==> src/rtl/bue_pkg.sv <==
package bue_pkg;

  // bit positions inside the summary clear vector
  localparam int MISC_W     = 5;
  localparam int MISC_SERR  = 0;
  localparam int MISC_FDET  = 1;
  localparam int MISC_NFDET = 2;
  localparam int MISC_SCDIS = 3;
  localparam int MISC_MASC  = 4;

  // a message may go out if system-error reporting is on or the
  // enable for this severity is on
  function automatic logic report_enabled(input logic is_fatal,
                                          input logic serr_en,
                                          input logic fatal_en,
                                          input logic nonfatal_en);
    return serr_en | (is_fatal ? fatal_en : nonfatal_en);
  endfunction

  // write-one-to-clear sticky bit, a set in the same cycle wins
  function automatic logic sticky_next(input logic cur,
                                       input logic set,
                                       input logic clr);
    return (cur & ~clr) | set;
  endfunction

  // severity of a request after a new message arrives; the old
  // severity survives only when the old request was not taken
  function automatic logic merged_severity(input logic pend,
                                           input logic taken,
                                           input logic old_fatal,
                                           input logic new_fatal);
    return new_fatal | (pend & ~taken & old_fatal);
  endfunction

endpackage

==> src/rtl/bue_status.sv <==
module bue_status
  import bue_pkg::*;
#(
  parameter int NUM_ERR = 4
) (
  input  logic               clk,
  input  logic               rst_n,
  input  logic [NUM_ERR-1:0] evt_i,
  input  logic [NUM_ERR-1:0] sev_i,
  input  logic [NUM_ERR-1:0] clr_ue_i,
  input  logic [MISC_W-1:0]  clr_misc_i,
  input  logic               split_evt_i,
  input  logic               msg_gen_i,
  input  logic               serr_en_i,
  output logic [NUM_ERR-1:0] ue_status_o,
  output logic [MISC_W-1:0]  misc_o
);

  logic [NUM_ERR-1:0] ue_q;
  logic [MISC_W-1:0]  misc_q;
  logic [MISC_W-1:0]  misc_set;
  logic               any_fatal;
  logic               any_nonfatal;

  always_comb begin
    any_fatal    = |(evt_i & sev_i);
    any_nonfatal = |(evt_i & ~sev_i);
    misc_set             = '0;
    misc_set[MISC_SERR]  = msg_gen_i & serr_en_i;
    misc_set[MISC_FDET]  = any_fatal;
    misc_set[MISC_NFDET] = any_nonfatal;
    misc_set[MISC_SCDIS] = split_evt_i;
    misc_set[MISC_MASC]  = split_evt_i;
  end

  for (genvar e = 0; e < NUM_ERR; e++) begin : g_ue
    always_ff @(posedge clk or negedge rst_n) begin
      if (!rst_n) ue_q[e] <= 1'b0;
      else        ue_q[e] <= sticky_next(ue_q[e], evt_i[e], clr_ue_i[e]);
    end
  end

  for (genvar k = 0; k < MISC_W; k++) begin : g_misc
    always_ff @(posedge clk or negedge rst_n) begin
      if (!rst_n) misc_q[k] <= 1'b0;
      else        misc_q[k] <= sticky_next(misc_q[k], misc_set[k], clr_misc_i[k]);
    end
  end

  assign ue_status_o = ue_q;
  assign misc_o      = misc_q;

  AST_UE_STICKY: assert property (@(posedge clk) disable iff (!rst_n)
    1'b1 |=> ((ue_q & $past(ue_q & ~clr_ue_i)) == $past(ue_q & ~clr_ue_i)));
  AST_FDET_ON_FATAL: assert property (@(posedge clk) disable iff (!rst_n)
    (|(evt_i & sev_i)) |=> misc_q[MISC_FDET]);
  AST_NFDET_ON_NONFATAL: assert property (@(posedge clk) disable iff (!rst_n)
    (|(evt_i & ~sev_i)) |=> misc_q[MISC_NFDET]);

endmodule

==> src/rtl/bue_hdr_log.sv <==
module bue_hdr_log #(
  parameter int NUM_ERR = 4,
  parameter int HDR_W   = 128,
  parameter int PTR_W   = 2
) (
  input  logic                     clk,
  input  logic                     rst_n,
  input  logic [NUM_ERR-1:0]       unmasked_i,
  input  logic [NUM_ERR*HDR_W-1:0] hdr_flat_i,
  input  logic [NUM_ERR-1:0]       clr_ue_i,
  output logic [PTR_W-1:0]         ptr_o,
  output logic                     ptr_vld_o,
  output logic [HDR_W-1:0]         log_o
);

  logic [PTR_W-1:0] ptr_q;
  logic             vld_q;
  logic [HDR_W-1:0] log_q;
  logic [PTR_W-1:0] pick_idx;
  logic             log_now;
  logic             clear_hit;

  // lowest index wins: walk from the top so the last hit is the lowest
  always_comb begin
    pick_idx = '0;
    for (int i = NUM_ERR - 1; i >= 0; i--) begin
      if (unmasked_i[i]) pick_idx = PTR_W'(i);
    end
    log_now   = ~vld_q & (|unmasked_i);
    clear_hit = vld_q & clr_ue_i[ptr_q];
  end

  always_ff @(posedge clk or negedge rst_n) begin
    if (!rst_n) begin
      ptr_q <= '0;
      vld_q <= 1'b0;
      log_q <= '0;
    end else if (log_now) begin
      ptr_q <= pick_idx;
      vld_q <= 1'b1;
      log_q <= hdr_flat_i[pick_idx*HDR_W +: HDR_W];
    end else if (clear_hit) begin
      vld_q <= 1'b0;
    end
  end

  assign ptr_o     = ptr_q;
  assign ptr_vld_o = vld_q;
  assign log_o     = log_q;

  AST_LOG_FROZEN: assert property (@(posedge clk) disable iff (!rst_n)
    (vld_q && $past(vld_q)) |-> ($stable(log_q) && $stable(ptr_q)));
  AST_PTR_RELEASE: assert property (@(posedge clk) disable iff (!rst_n)
    (vld_q && clr_ue_i[ptr_q]) |=> !vld_q);
  AST_LOG_ON_FREE: assert property (@(posedge clk) disable iff (!rst_n)
    (!vld_q && (|unmasked_i)) |=> vld_q);

endmodule

==> src/rtl/bue_msg.sv <==
module bue_msg
  import bue_pkg::*;
(
  input  logic clk,
  input  logic rst_n,
  input  logic gen_i,
  input  logic gen_fatal_i,
  input  logic ready_i,
  output logic valid_o,
  output logic fatal_o
);

  logic valid_q;
  logic fatal_q;
  logic taken;

  assign taken = valid_q & ready_i;

  always_ff @(posedge clk or negedge rst_n) begin
    if (!rst_n) begin
      valid_q <= 1'b0;
      fatal_q <= 1'b0;
    end else if (gen_i) begin
      valid_q <= 1'b1;
      fatal_q <= merged_severity(valid_q, taken, fatal_q, gen_fatal_i);
    end else if (taken) begin
      valid_q <= 1'b0;
      fatal_q <= 1'b0;
    end
  end

  assign valid_o = valid_q;
  assign fatal_o = fatal_q;

  AST_MSG_HOLD: assert property (@(posedge clk) disable iff (!rst_n)
    (valid_q && !ready_i) |=> valid_q);
  AST_MSG_SEV_KEEP: assert property (@(posedge clk) disable iff (!rst_n)
    (valid_q && fatal_q && !ready_i) |=> fatal_q);
  AST_MSG_RISE: assert property (@(posedge clk) disable iff (!rst_n)
    gen_i |=> valid_q);

endmodule

==> src/rtl/bridge_ue_report.sv <==
module bridge_ue_report
  import bue_pkg::*;
#(
  parameter int NUM_ERR   = 4,
  parameter int HDR_WORDS = 4,
  parameter int WORD_W    = 32,
  parameter logic [NUM_ERR-1:0] UR_MAP   = NUM_ERR'(1),
  parameter logic [NUM_ERR-1:0] DISC_MAP = NUM_ERR'(2),
  localparam int HDR_W = HDR_WORDS * WORD_W,
  localparam int PTR_W = (NUM_ERR > 1) ? $clog2(NUM_ERR) : 1
) (
  input  logic                     clk,
  input  logic                     rst_n,
  input  logic [NUM_ERR-1:0]       evt_i,
  input  logic [NUM_ERR*HDR_W-1:0] evt_hdr_i,
  input  logic [NUM_ERR-1:0]       mask_i,
  input  logic [NUM_ERR-1:0]       sev_i,
  input  logic                     serr_en_i,
  input  logic                     fatal_rep_en_i,
  input  logic                     nonfatal_rep_en_i,
  input  logic [NUM_ERR-1:0]       clr_ue_i,
  input  logic [MISC_W-1:0]        clr_misc_i,
  input  logic                     msg_ready_i,
  output logic [NUM_ERR-1:0]       ue_status_o,
  output logic                     fatal_det_o,
  output logic                     nonfatal_det_o,
  output logic                     sig_serr_o,
  output logic                     sc_disc_o,
  output logic                     ma_sc_o,
  output logic [PTR_W-1:0]         err_ptr_o,
  output logic                     err_ptr_vld_o,
  output logic [HDR_W-1:0]         hdr_log_o,
  output logic                     msg_valid_o,
  output logic                     msg_fatal_o,
  output logic                     cpl_ur_o,
  output logic                     discard_o
);

  // named internal events, visible to the assertions
  logic [NUM_ERR-1:0] evt_unmasked;
  logic               gen_fatal;
  logic               gen_nonfatal;
  logic               msg_gen;
  logic               ur_evt;
  logic               split_evt;
  logic               ur_q;
  logic               disc_q;
  logic [MISC_W-1:0]  misc;

  always_comb begin
    evt_unmasked = evt_i & ~mask_i;
    gen_fatal    = (|(evt_unmasked & sev_i)) &
                   report_enabled(1'b1, serr_en_i, fatal_rep_en_i, nonfatal_rep_en_i);
    gen_nonfatal = (|(evt_unmasked & ~sev_i)) &
                   report_enabled(1'b0, serr_en_i, fatal_rep_en_i, nonfatal_rep_en_i);
    msg_gen      = gen_fatal | gen_nonfatal;
    ur_evt       = |(evt_i & UR_MAP);
    split_evt    = |(evt_i & DISC_MAP);
  end

  // transaction actions, one cycle after the event
  always_ff @(posedge clk or negedge rst_n) begin
    if (!rst_n) begin
      ur_q   <= 1'b0;
      disc_q <= 1'b0;
    end else begin
      ur_q   <= ur_evt;
      disc_q <= split_evt;
    end
  end

  bue_status #(
    .NUM_ERR (NUM_ERR)
  ) u_status (
    .clk         (clk),
    .rst_n       (rst_n),
    .evt_i       (evt_i),
    .sev_i       (sev_i),
    .clr_ue_i    (clr_ue_i),
    .clr_misc_i  (clr_misc_i),
    .split_evt_i (split_evt),
    .msg_gen_i   (msg_gen),
    .serr_en_i   (serr_en_i),
    .ue_status_o (ue_status_o),
    .misc_o      (misc)
  );

  bue_hdr_log #(
    .NUM_ERR (NUM_ERR),
    .HDR_W   (HDR_W),
    .PTR_W   (PTR_W)
  ) u_log (
    .clk        (clk),
    .rst_n      (rst_n),
    .unmasked_i (evt_unmasked),
    .hdr_flat_i (evt_hdr_i),
    .clr_ue_i   (clr_ue_i),
    .ptr_o      (err_ptr_o),
    .ptr_vld_o  (err_ptr_vld_o),
    .log_o      (hdr_log_o)
  );

  bue_msg u_msg (
    .clk         (clk),
    .rst_n       (rst_n),
    .gen_i       (msg_gen),
    .gen_fatal_i (gen_fatal),
    .ready_i     (msg_ready_i),
    .valid_o     (msg_valid_o),
    .fatal_o     (msg_fatal_o)
  );

  assign sig_serr_o     = misc[MISC_SERR];
  assign fatal_det_o    = misc[MISC_FDET];
  assign nonfatal_det_o = misc[MISC_NFDET];
  assign sc_disc_o      = misc[MISC_SCDIS];
  assign ma_sc_o        = misc[MISC_MASC];
  assign cpl_ur_o       = ur_q;
  assign discard_o      = disc_q;

  AST_UR_FROM_EVT: assert property (@(posedge clk) disable iff (!rst_n)
    cpl_ur_o |-> $past(|(evt_i & UR_MAP)));
  AST_DISC_FROM_EVT: assert property (@(posedge clk) disable iff (!rst_n)
    discard_o |-> (sc_disc_o && ma_sc_o));
  AST_PTR_HAS_STATUS: assert property (@(posedge clk) disable iff (!rst_n)
    err_ptr_vld_o |-> ue_status_o[err_ptr_o]);
  AST_SERR_NEEDS_EN: assert property (@(posedge clk) disable iff (!rst_n)
    $rose(sig_serr_o) |-> $past(serr_en_i));
  AST_MASKED_NO_MSG: assert property (@(posedge clk) disable iff (!rst_n)
    (!msg_valid_o && ((evt_i & ~mask_i) == '0)) |=> !msg_valid_o);

endmodule

==> config.mk <==
export PLATFORM = sky130hd
export DESIGN_NAME = bridge_ue_report
export DESIGN_NICKNAME = d
export VERILOG_FILES = /design/src/rtl/bue_pkg.sv /design/src/rtl/bue_status.sv /design/src/rtl/bue_hdr_log.sv /design/src/rtl/bue_msg.sv /design/src/rtl/bridge_ue_report.sv
export SDC_FILE = /design/constraint.sdc
export NUM_CORES = 1
export LEC_CHECK = 0
export BUFFER_PORTS_ARGS = -buffer_cell sky130_fd_sc_hd__buf_2
export CAP_MARGIN = 40
export CORE_AREA = 2 2 267 269
export DETAILED_ROUTE_END_ITERATION = 12
export DIE_AREA = 0 0 269 271
export GPL_TIMING_DRIVEN = 0
export PLACE_DENSITY = 0.44
export SETUP_SLACK_MARGIN = 0.5
export SYNTH_ARGS = -nofsm -noshare
export SYNTH_HDL_FRONTEND = slang
export SYNTH_HIERARCHICAL = 1
export SYNTH_SLANG_ARGS = --single-unit
==> constraint.sdc <==
create_clock -name clk -period 1.9 [get_ports clk]
set_input_delay 0.38 -clock clk [delete_from_list [all_inputs] [get_ports clk]]
set_output_delay 0.38 -clock clk [all_outputs]
set_load 0.02 [all_outputs]
==> results of run 1 <==
area by class of cell:
cell class,count,area [um2],share of cell area (%)
Clock inverter,11,153,0.702
Inverter,143,537,2.47
Buffer,171,1610,7.40
Timing Repair Buffer,851,6010,27.6
Sequential cell,144,3610,16.6
Multi-Input combinational cell,1070,8130,37.4
Antenna cell,15,37.5,0.173
Tap cell,940,1180,5.41
Clock buffer,21,470,2.16
critical path, cell delays in order:
cell and delay (ns):
buf_8 0.09, nor2b_4 0.11, buf_6 0.11, or4_4 0.59, buf_12 0.17, clkbuf_16 0.17
clkbuf_16 0.17, a21oi_2 0.13, a31oi_1 0.05
timing repair:
action / 4_1_cts / 5_1_grt
pin swaps: 4 / 6
cloned: 8 / 6
setup buffers: 97 / 48
setup endpoints to repair: 274 / 326
endpoints found under the hold margin: 68 / 0
gates resized for setup: 458 / 283
hold buffers: 2 / 0
registers in the layout (all words and copies together) (netlist names):
signal	count
u_msg/valid_o	1
cpl_ur_o	1
u_log/ptr_o	2
discard_o	1
u_status/misc_o	5
u_log/log_o	128
u_log/ptr_vld_o	1
u_status/ue_status_o	4
u_msg/fatal_o	1
logic make-up after synthesis:
group / after synthesis / share of synthesized area [%]
buffers and inverters: 314 / 11.2
AOI/OAI and AO/OA: 661 / 35.3
and+or+nand+nor: 407 / 24.3
muxes: 2 / 0.261
DFF: 144 / 29.0
metal layers:
metal	track usage, %	vias to the layer above	wire, um
met1	24.0	7832	31600
met3	3.77	110	4850
met4	7.31	6	2440
met2	34.8	635	38600
met5	0	-	41
li1	-	7291	-
cells in the mapped netlist (2+ instances only):
cell and instances:
a21oi_1 157, nor2b_1 130, nor3b_1 3, a22o_1 128, dfrtp_1 144, nor2_1 6
buf_6 4, a222oi_1 2, buf_1 22, a21o_1 4, nand2_1 3, o21bai_1 2
and3b_1 128, inv_1 143, nand3b_1 132, a31oi_1 127, clkbuf_1 123, o21ai_0 133
buf_2 10, a21oi_2 100, buf_12 10
path summary, 6_finish.rpt:
path | start | depth (start not counted) | end | slack [ns]
setup / recovery | evt_i[2] | 9 | u_log/log_o[19]$_DFFE_PN0P_ | 0.27
max in group asynchronous | rst_n | 3 | u_log/log_o[62]$_DFFE_PN0P_ | 0.65
min in group asynchronous | rst_n | 2 | discard_o$_DFF_PN0_ | 0.38
hold reg to reg | u_status/ue_status_o[3]$_DFF_PN0_ | 1 | u_status/ue_status_o[3]$_DFF_PN0_ | 0.51
hold / removal | evt_i[1] | 1 | discard_o$_DFF_PN0_ | 0.05
setup reg to reg | u_log/ptr_vld_o$_DFFE_PN0P_ | 6 | u_log/log_o[22]$_DFFE_PN0P_ | 0.27
stage by stage:
stage / TNS [ns] / power, mW / utilization (%) / area (um2) / std cells
6_report: 0 / 24.9 / 31.1 / 21700 / 3366
5_1_grt: 0 / 26.1 / 31.1 / 21700 / 3365
4_1_cts: 0 / 22.6 / 28.9 / 20200 / 3297
3_5_place_dp: -146.92 / 15.4 / 24.7 / 17200 / 3158
3_3_place_gp: -506.90 / 15.2 / 24.5 / 17100 / 3150
2_1_floorplan: 0 / 10.9 / - / 12500 / 1528
power by group through the flow:
stage | Sequential (mW) | Clock, mW | Combinational (mW)
3_5_place_dp | 5.62 | 0 | 9.75
2_1_floorplan | 7.14 | 0 | 3.79
3_3_place_gp | 5.59 | 0 | 9.62
6_report | 5.70 | 3.80 | 15.4
5_1_grt | 5.82 | 4.04 | 16.2
4_1_cts | 5.61 | 3.93 | 13.0
==> results.tsv, run 1 <==
stage	metric	value	unit
die	initial_core_utilization	17.8	%
min_path	hold_path.class	input pin to flop	
route	finalWirelength	77.5	mm
worst_setup_path	required	2.26	ns
die	placementRows	97	
place	detailedPlace.worstSlack	-1.28	ns
clock_tree	cts_made_buffers	17	
yosys	yosys.area.top_type	dfrtp_1	
yosys	syn_nets	2067	
pwr	leakage_component_of_the_power	10.5	nW
sta	slew_headroom	60.7	%
global_routing	grt_first_pass_wirelength	106	mm
yosys	yosys_warnings	6	
final_layout	mostFrequentLayoutCell	buf_2	
sta	worst_hold_slack	0.0477	ns
clock_tree	cts_max_level	4	
place	port_buffers	682	
sta	share_of_the_cycle_needed_by_the_critical_path_after_routing	85.8	%
route	route.detailed.vias_per_inst	4.72	
global_routing	grt_overflow_total	0	
run	max-cap-violations	0	
yosys	largest_cells_by_area_after_synthesis	dfrtp_1, a22o_1, and3b_1	
global_routing	first_global_vias	16000	
die	vertical_die_dimension	271	um
pwr	ir_drop	0.000517	V
route	detail_route.iter0.violations	1066	
clock_tree	cts.sinks	144	
route	wire_per_inst	23.0	um
yosys	syn-instance-count	1528	
place	placer_s_final_routability_congestion_estimate	0.922	
sta	worst_pin_slew	0.589	ns
global_routing	grt_antenna_before_repair	22	
worst_setup_path	cp-end-kind	flop	
sta	timing_max_transition_violations_final	0	
sta	report.final.setup_viol	0	
sta	fin_skew	0.0105	ns
final_layout	drive_above_1_share	50.2	%
worst_setup_path	setup.worst_path.class	input pin to flop	
worst_setup_path	critical_path_peak_fanout	5	
pwr	power.switching_fraction	42.3	%
clock_tree	cts_max_path_buffers	2	
yosys	asyncSetResetFlopFracSynth	100	%
global_routing	grt_start_max_net_pins	78	
final_layout	number_of_fill_cells	7555	
yosys	synth-edff-count	0	
pwr	power_frac_comb	61.9	%
final_layout	synthToLayoutAreaGrowth	74.6	%
sta	max_clock_freq	613	MHz
global_routing	grt_use_total	19.9	%
die	design.portCount	683	
yosys	mean_area_per_synthesized_cell	8.15	um2
pwr	power_density	1150	nW/um2
route	first_pass_iters	5	
final_layout	design.final.nets	2937	
sta	grt_setup_unrepaired	yes	
yosys	synth_area	12400	um2
clock_tree	tritoncts	built	
outcome	status	finished, final reports clean	
worst_setup_path	worstPathArrival	1.99	ns
worst_setup_path	crit_path_start_kind	input pin	
yosys	yosys_register_bits	144	
die	die_area	72900	um2
route	routed-via-count	15900	
yosys	seq_area_frac_synth	29.0	%
route	final_antenna_net_count	0	
yosys	synth.lib_cells_used.distinct	38	
pwr	seq_power_share	22.9	%
final_layout	most-common-layout-cells	buf_2, buf_6, buf_4	
clock_tree	clkLatencyLatePin	0.48	ns
pwr	intPower	14.4	mW
die	x_dimension_of_the_die	269	um
yosys	yosysTopAreaCellShare	29.0	%
sta	finalHoldViolations	0	
clock_tree	root_buffer_selected_by_cts	clkbuf_16	
die	core-area	69800	um2
clock_tree	clkTransAtPathRegs	0.07	ns
pwr	clock_power_share	15.3	%
yosys	ys.flop_type	dfrtp_1	
place	dp.final_hpwl	59.0	mm
pwr	p_switching	10.5	mW
sta	fin_ws	0.269	ns
route	route.detailed.drc	0	
sta	min_period	1.63	ns
Power figures use the tool's default switching activity.
==> run 2, diff against run 1 <==
--- a/config.mk
+++ b/config.mk
@@ -5,11 +5,12 @@
 export SDC_FILE = /design/constraint.sdc
 export NUM_CORES = 1
 export LEC_CHECK = 0
+export ABC_AREA = 1
 export BUFFER_PORTS_ARGS = -buffer_cell sky130_fd_sc_hd__buf_2
 export CAP_MARGIN = 40
-export CORE_AREA = 2 2 267 269
+export CORE_AREA = 2 2 264 266
 export DETAILED_ROUTE_END_ITERATION = 12
-export DIE_AREA = 0 0 269 271
+export DIE_AREA = 0 0 266 268
 export GPL_TIMING_DRIVEN = 0
 export PLACE_DENSITY = 0.44
 export SETUP_SLACK_MARGIN = 0.5
==> run 2 against run 1 <==
  * Die area shrank 2.2%
  * Flip-flop and latch count stayed put
  * Wire length decreased by 3.6%
  * Fmax increased by 12%
  * Power fell by 11%
  * Worst setup slack gained 0.17 ns
  * Non-clock buffer count shrank 74
  * Final cell count rose by 16%
  * Count of clock-buffer cells in the layout shrank 3
  * Global-route usage up 0.086 points
  * Clock power decreased by 5%
  * Via count increased by 2.6%
  * Critical path type unchanged
  * Critical endpoint is now u_log/log_o[51]$_DFFE_PN0P_
  * Largest cell class is now non-clock buffers
  * Highest routed layer unchanged
==> results.tsv, run 2 <==
stage	metric	value	unit	change
min_path	min_delay_path_depth	2		+1
global_routing	grt_antenna_before_repair	16		-27%
pwr	seq_power_share	24.7	%	+1.8 points
yosys	mean_area_per_synthesized_cell	5.57	um2	-32%
yosys	yosysTopAreaCellShare	29.6	%	+0.69 points
die	initial_core_utilization	17.8	%	about the same
route	routed-via-count	16300		+2.6%
global_routing	grt_start_max_net_pins	76		-2.6%
die	vertical_die_dimension	268	um	-1.1%
yosys	seq_area_frac_synth	29.6	%	+0.69 points
yosys	asyncSetResetFlopFracSynth	100	%	unchanged
clock_tree	clkLatencyLatePin	0.47	ns	about the same
worst_setup_path	worstPathArrival	1.89	ns	-0.10 ns
sta	finalHoldViolations	0		unchanged
die	core-area	68200	um2	-2.2%
final_layout	layout.area.seq	3600	um2	-0.17%
final_layout	postLayoutCellArea	21300	um2	-1.9%
route	detail_route.iter0.violations	1119		+5.0%
yosys	ys.flop_type	dfrtp_1		
final_layout	drive_above_1_share	38.4	%	-12 points
sta	min_period	1.46	ns	-0.169 ns
global_routing	grt_first_pass_wirelength	104	mm	-2.7%
final_layout	max_ffs_per_register	128		unchanged
yosys	yosysMostFrequentCell	nand2_1		
final_layout	postLayoutCoreUtil	31.3	%	+0.11 points
yosys	yosys_register_bits	144		unchanged
clock_tree	cts_max_path_buffers	2		unchanged
global_routing	first_global_vias	15900		-0.69%
final_layout	multiInputGateArea	6660	um2	-18%
final_layout	synthToLayoutAreaGrowth	75.4	%	
worst_setup_path	setup.worst_path.class	input pin to flop		
final_layout	number_of_fill_cells	7761		+2.7%
pwr	ir_drop	0.000431	V	-17%
sta	fin_skew	0.0132	ns	+0.00271 ns
pwr	power.switching_fraction	43.5	%	+1.2 points
worst_setup_path	cp-end-kind	flop		
pwr	intPower	12.5	mW	-13%
yosys	synth_area	12200	um2	-2.3%
sta	slew_headroom	64.8	%	+4.1 points
place	postPlaceCellArea	17000	um2	-1.6%
place	placer_s_final_routability_congestion_estimate	0.898		-2.6%
pwr	p_switching	9.63	mW	-8.7%
yosys	synth.lib_cells_used.distinct	25		-34%
die	design.portCount	683		unchanged
sta	timing_max_transition_violations_final	0		unchanged
clock_tree	clkTransAtPathRegs	0.08	ns	about the same
yosys	yosys.area.top_type	dfrtp_1		
pwr	power_density	1040	nW/um2	-9.5%
sta	share_of_the_cycle_needed_by_the_critical_path_after_routing	76.9	%	-8.9 points
clock_tree	cts_made_buffers	17		unchanged
worst_setup_path	rrSetupSlack	0.51	ns	+0.24 ns
sta	max_clock_freq	684	MHz	+12%
sta	worst_pin_slew	0.528	ns	-0.0608 ns
outcome	status	finished, final reports clean		
route	first_pass_iters	6		+1
clock_tree	cts_max_level	4		unchanged
final_layout	most-common-layout-cells	nand2_1, buf_2, inv_1		
route	route.detailed.vias_per_inst	4.16		-12%
yosys	synthTopCellsByCount	nand2_1, inv_1, nand3_1		
final_layout	design.final.nets	3550		+21%
place	dp.final_hpwl	56.8	mm	-3.7%
worst_setup_path	timing.reg2reg.worst_path_depth	6		unchanged
route	finalWirelength	74.7	mm	-3.6%
yosys	largest_cells_by_area_after_synthesis	dfrtp_1, nand2_1, nand3_1		
die	x_dimension_of_the_die	266	um	-1.1%
place	port_buffers	682		unchanged
die	die_area	71300	um2	-2.2%
worst_setup_path	crit_path_start_kind	input pin		
place	detailedPlace.worstSlack	-0.857	ns	+0.427 ns
clock_tree	cts.sinks	144		unchanged
clock_tree	root_buffer_selected_by_cts	clkbuf_16		
sta	report.final.setup_viol	0		unchanged
sta	fin_ws	0.439	ns	+0.169 ns
pwr	power_frac_comb	58.9	%	-3.0 points
global_routing	grt_use_total	20.0	%	+0.086 points
min_path	hold_path.class	input pin to flop		
sta	worst_hold_slack	0.0860	ns	+0.0384 ns
run	max-cap-violations	0		unchanged
die	placementRows	96		-1.0%
sta	grt_setup_unrepaired	yes		
yosys	syn-instance-count	2184		+43%
yosys	syn_nets	2723		+32%
yosys	synth-edff-count	0		unchanged
global_routing	grt_overflow_total	0		unchanged
worst_setup_path	critical_path_peak_fanout	7		+2
worst_setup_path	required	2.33	ns	+0.07 ns
route	final_antenna_net_count	0		unchanged
route	wire_per_inst	19.1	um	-17%
yosys	yosys_warnings	6		unchanged
pwr	leakage_component_of_the_power	13.3	nW	+27%
clock_tree	tritoncts	built		
route	route.detailed.drc	0		unchanged
final_layout	mostFrequentLayoutCell	nand2_1		
pwr	clock_power_share	16.4	%	+1.1 points
-- run 2: final cells by class --
type,instances,area share (%)
diodes,11,0.129
multi-input cells,1353,31.2
inverters,547,9.71
plain buffers,140,6.90
flip-flops and latches,144,16.9
well taps,882,5.18
clock buffers,18,2.06
clock inverters,14,0.722
repair buffers,808,27.2
-- run 2: timing repair --
action / 4_1_cts / 5_1_grt
endpoints found under the setup margin: 274 / 326
hold buffers: 2 / 0
buffers inserted: 67 / 40
pin swaps: 10 / 83
gates cloned: 8 / 7
hold endpoints to repair: 70 / 0
resized for setup: 473 / 241
-- run 2: per-stage QoR --
step	instances	power [mW]	setup TNS, ns
floorplan	2184	10.3	0
global placement	3748	14.6	-386.23
detailed placement	3750	14.7	-53.81
CTS	3859	21.6	0
global route	3915	23.5	0
finish	3917	22.1	0
-- run 2: critical path, stage by stage --
cell and delay [ns]:
buf_12 0.09, inv_4 0.03, nor2_4 0.12, inv_4 0.06, buf_12 0.12, nand2_8 0.10, nand2_8 0.10, buf_6 0.15
buf_16 0.15, buf_12 0.13, buf_16 0.13, nand2_4 0.05, nand3_2 0.05, nand2_1 0.07, nand2_1 0.04, nand2_1 0.07
-- run 2: path summary, 6_finish.rpt --
path / endpoint / startpoint
setup / recovery: u_log/log_o[51]$_DFFE_PN0P_ / evt_i[1]
hold / removal: u_status/misc_o[3]$_DFF_PN0_ / clr_misc_i[3]
setup reg to reg: u_log/log_o[88]$_DFFE_PN0P_ / u_log/ptr_vld_o$_DFFE_PN0P_
hold reg to reg: u_log/log_o[66]$_DFFE_PN0P_ / u_log/log_o[66]$_DFFE_PN0P_
max in group asynchronous: u_log/log_o[78]$_DFFE_PN0P_ / rst_n
min in group asynchronous: u_log/log_o[5]$_DFFE_PN0P_ / rst_n
-- run 2: cells by family (layout without fill, tap and decap cells) --
kind of cell           Yosys count  count (layout)  share of synthesized area, %
AO/OA/AOI/OAI                   16              16                         0.813
buffers and inverters          687            1527                          22.6
flip-flops                     144             144                          29.6
other                            0              11                             0
AND/OR/NAND/NOR               1337            1337                          46.9
-- run 2: routing by layer --
metal / global-route usage [%] / wire, um
met1: 25.4 / 32400
met2: 34.6 / 37000
met3: 3.47 / 3920
met4: 5.83 / 1330
met5: 0 / 36
-- run 2: power groups by stage --
stage          Sequential, mW  Clock [mW]  Combinational (mW)
2_1_floorplan            6.92           0                3.42
3_3_place_gp             5.19           0                9.44
3_5_place_dp             5.21           0                9.45
4_1_cts                  5.46        3.77                12.4
5_1_grt                  5.62        3.86                14.1
6_report                 5.48        3.62                13.0
==> run 3, diff against run 2 <==
--- a/config.mk
+++ b/config.mk
@@ -5,12 +5,12 @@
 export SDC_FILE = /design/constraint.sdc
 export NUM_CORES = 1
 export LEC_CHECK = 0
-export ABC_AREA = 1
+export ABC_AREA = 0
 export BUFFER_PORTS_ARGS = -buffer_cell sky130_fd_sc_hd__buf_2
 export CAP_MARGIN = 40
-export CORE_AREA = 2 2 264 266
+export CORE_AREA = 2 2 267 269
 export DETAILED_ROUTE_END_ITERATION = 12
-export DIE_AREA = 0 0 266 268
+export DIE_AREA = 0 0 269 271
 export GPL_TIMING_DRIVEN = 0
 export PLACE_DENSITY = 0.44
 export SETUP_SLACK_MARGIN = 0.5
==> constraint.sdc (replaced) <==
create_clock -name clk -period 1.45 [get_ports clk]
set_input_delay 0.29 -clock clk [delete_from_list [all_inputs] [get_ports clk]]
set_output_delay 0.29 -clock clk [all_outputs]
set_load 0.02 [all_outputs]
==> run 3 against run 2 <==
  * Non-clock buffer count up 57
  * The flow now finishes with violations (hold timing, setup timing)
  * Sequential power increased by 36%
  * Final area decreased by 1.4%
  * Wire length rose by 6.4%
  * Critical path depth is 7 lower
  * Highest routed layer unchanged
  * Sequential share of layout area grew 0.27 points
  * Worst setup slack got worse by 0.53 ns
  * Combinational power is 45% higher
  * First-iteration DRC count shrank 25%
  * Flip-flop and latch count is the same
  * Largest power group unchanged
  * Largest cell class is now multi-input gates
  * Power up 41%
  * Global-route usage increased by 0.64 points
==> results.tsv, run 3 (same netlist as run 1, synthesis figures left out) <==
stage	metric	value	unit	change
route	first_pass_iters	5		-1
worst_setup_path	critical_path_peak_fanout	10		+3
sta	worst_pin_slew	0.618	ns	+0.0894 ns
place	postPlaceCellArea	17200	um2	+1.7%
worst_setup_path	cp.buffers_inverters	5		-3
place	dp.final_hpwl	61.4	mm	+8.1%
sta	worst_hold_slack	-0.279	ns	-0.365 ns
sta	fin_ws	-0.0869	ns	-0.525 ns
worst_setup_path	critical_path_cell_count	9		-7
route	finalWirelength	79.4	mm	+6.4%
route	wire_per_inst	23.7	um	+25%
sta	report.final.setup_viol	115		+115
sta	fin_skew	0.0168	ns	+0.00358 ns
sta	max_clock_freq	651	MHz	
die	initial_core_utilization	17.8	%	about the same
clock_tree	clkLatencyLatePin	0.49	ns	+0.02 ns
worst_setup_path	worstPathArrival	1.89	ns	about the same
route	detail_route.iter0.violations	834		-25%
worst_setup_path	critical_path.slowest_cell	or4_4		
place	port_buffers	682		unchanged
sta	timing.setup.tns	-4.65	ns	-4.65 ns
final_layout	number_of_fill_cells	7591		-2.2%
worst_setup_path	cp-end-kind	flop		
run	max-cap-violations	0		unchanged
die	x_dimension_of_the_die	269	um	+1.1%
final_layout	postLayoutCoreUtil	30.1	%	-1.1 points
final_layout	most-common-layout-cells	buf_2, buf_6, inv_1		
pwr	leakage_component_of_the_power	10.3	nW	-23%
sta	finalHoldViolations	64		+64
worst_setup_path	timing.reg2reg.worst_path_depth	5		-1
sta	slew_headroom	58.8	%	-6.0 points
worst_setup_path	path_delay_family	buffers and inverters		
global_routing	grt_use_total	20.6	%	+0.64 points
worst_setup_path	crit_path_frequent_cell	buf_12		
route	final_antenna_net_count	0		unchanged
clock_tree	cts_max_path_buffers	2		unchanged
global_routing	grt_start_max_net_pins	81		+6.6%
pwr	ir_drop	0.000834	V	+93%
route	routed-via-count	15700		-3.7%
final_layout	design.final.nets	2920		-18%
clock_tree	root_buffer_selected_by_cts	clkbuf_16		
final_layout	drive_above_1_share	48.7	%	+10 points
route	route.detailed.drc	0		unchanged
clock_tree	count_of_hold_buffers_inserted_by_post_cts_repair	5		+3
sta	timing_max_transition_violations_final	0		unchanged
die	core-area	69800	um2	+2.3%
sta	min_period	1.54	ns	
outcome	violations_in_the_final_reports	hold timing, setup timing		
place	placer_s_final_routability_congestion_estimate	0.915		+1.9%
global_routing	first_global_vias	16100		+1.5%
final_layout	postLayoutCellArea	21000	um2	-1.4%
die	design.portCount	683		unchanged
final_layout	mostFrequentLayoutCell	buf_2		
outcome	status	finished with violations		
sta	share_of_the_cycle_needed_by_the_critical_path_after_routing	106	%	
min_path	hold_path.class	input pin to asynchronous set/reset pin		
worst_setup_path	path_cells	buf_12 -> nor2b_4 -> buf_8 -> or4_4 -> buf_6 -> buf_12 -> buf_12 -> a21oi_2 -> a31oi_1		
worst_setup_path	setup.worst_path.class	input pin to flop		
global_routing	grt_first_pass_wirelength	109	mm	+5.4%
die	vertical_die_dimension	271	um	+1.1%
die	placementRows	97		+1.0%
clock_tree	tritoncts	built		
place	detailedPlace.worstSlack	-1.69	ns	-0.828 ns
route	route.detailed.vias_per_inst	4.69		+13%
sta	grt_setup_unrepaired	yes		
clock_tree	clkTransAtPathRegs	0.07	ns	about the same
clock_tree	cts_max_level	4		unchanged
worst_setup_path	crit_path_start_kind	input pin		
clock_tree	cts.sinks	144		unchanged
worst_setup_path	crit_path_max_incr_delay	0.56	ns	+0.41 ns
worst_setup_path	required	1.81	ns	-0.52 ns
global_routing	grt_antenna_before_repair	13		-3
final_layout	max_ffs_per_register	128		unchanged
die	die_area	72900	um2	+2.3%
clock_tree	cts_made_buffers	17		unchanged
pwr	power_density	1480	nW/um2	+43%
global_routing	grt_overflow_total	0		unchanged
final_layout	synthToLayoutAreaGrowth	68.9	%	
-- run 3: cell types whose count changed in the layout (fill, tap and decap cells not counted), sizes merged, moves of 128 or more --
cell / change
nor2b: +131
a22o: +128
inv: -403
nand3b: +131
and3b: +128
nand2: -800
nand3: -518
a21oi: +257
-- run 3: per-layer routing --
layer / GRT usage (%) / part of all wire, % / up-vias
li1: - / - / 7263
met1: 24.7 / 41 / 7676
met2: 36.0 / 50 / 642
met3: 4.95 / 6.6 / 94
met4: 6.43 / 2.3 / 6
met5: 0 / 0.054 / -
-- run 3: worst paths after layout --
check,startpoint,end,slack [ns]
setup / recovery,evt_i[3],u_log/log_o[17]$_DFFE_PN0P_,-0.09
hold / removal,rst_n,u_log/log_o[106]$_DFFE_PN0P_,-0.28
setup reg to reg,u_log/ptr_vld_o$_DFFE_PN0P_,u_log/log_o[74]$_DFFE_PN0P_,-0.01
hold reg to reg,u_status/misc_o[3]$_DFF_PN0_,u_status/misc_o[3]$_DFF_PN0_,0.52
max in group asynchronous,rst_n,u_status/misc_o[2]$_DFF_PN0_,0.82
min in group clk,serr_en_i,u_status/misc_o[0]$_DFF_PN0_,0.05
-- run 3: repair_timing --
action,in CTS,in global routing
resized for setup,439,200
buffers inserted,70,56
cloned,9,4
endpoints found under the hold margin,69,64
setup endpoints to repair,277,279
pin swaps,7,14
-- run 3: stage by stage --
step	hold slack (ns)	power (mW)	instances
2_1_floorplan	-0.00559	14.3	1528
3_3_place_gp	0.460	20.1	3150
3_5_place_dp	0.274	20.3	3158
4_1_cts	-0.279	29.0	3274
5_1_grt	-0.259	32.8	3343
6_report	-0.279	31.2	3347
-- run 3: cell type report --
class	instances	area, um2	share of cell area [%]
Multi-Input combinational cell	1070	7690	36.6
Timing Repair Buffer	834	5890	28.0
Sequential cell	144	3610	17.2
Buffer	171	1470	7.01
Tap cell	940	1180	5.59
Inverter	143	539	2.57
Clock buffer	21	460	2.19
Clock inverter	11	150	0.714
Antenna cell	13	32.5	0.155
-- run 3: worst reg2reg max path, stage by stage, from the launching register on --
cell	delay [ns]
dfrtp_2	0.48
a21oi_4	0.18
clkbuf_8	0.19
buf_12	0.13
clkbuf_2	0.25
a31oi_1	0.12
-- run 3: where the power goes --
part	internal, mW	leakage [nW]	switching [mW]
Sequential	5.86	1.58	1.61
Clock	2.81	0.295	2.12
Combinational	9.24	8.39	9.52
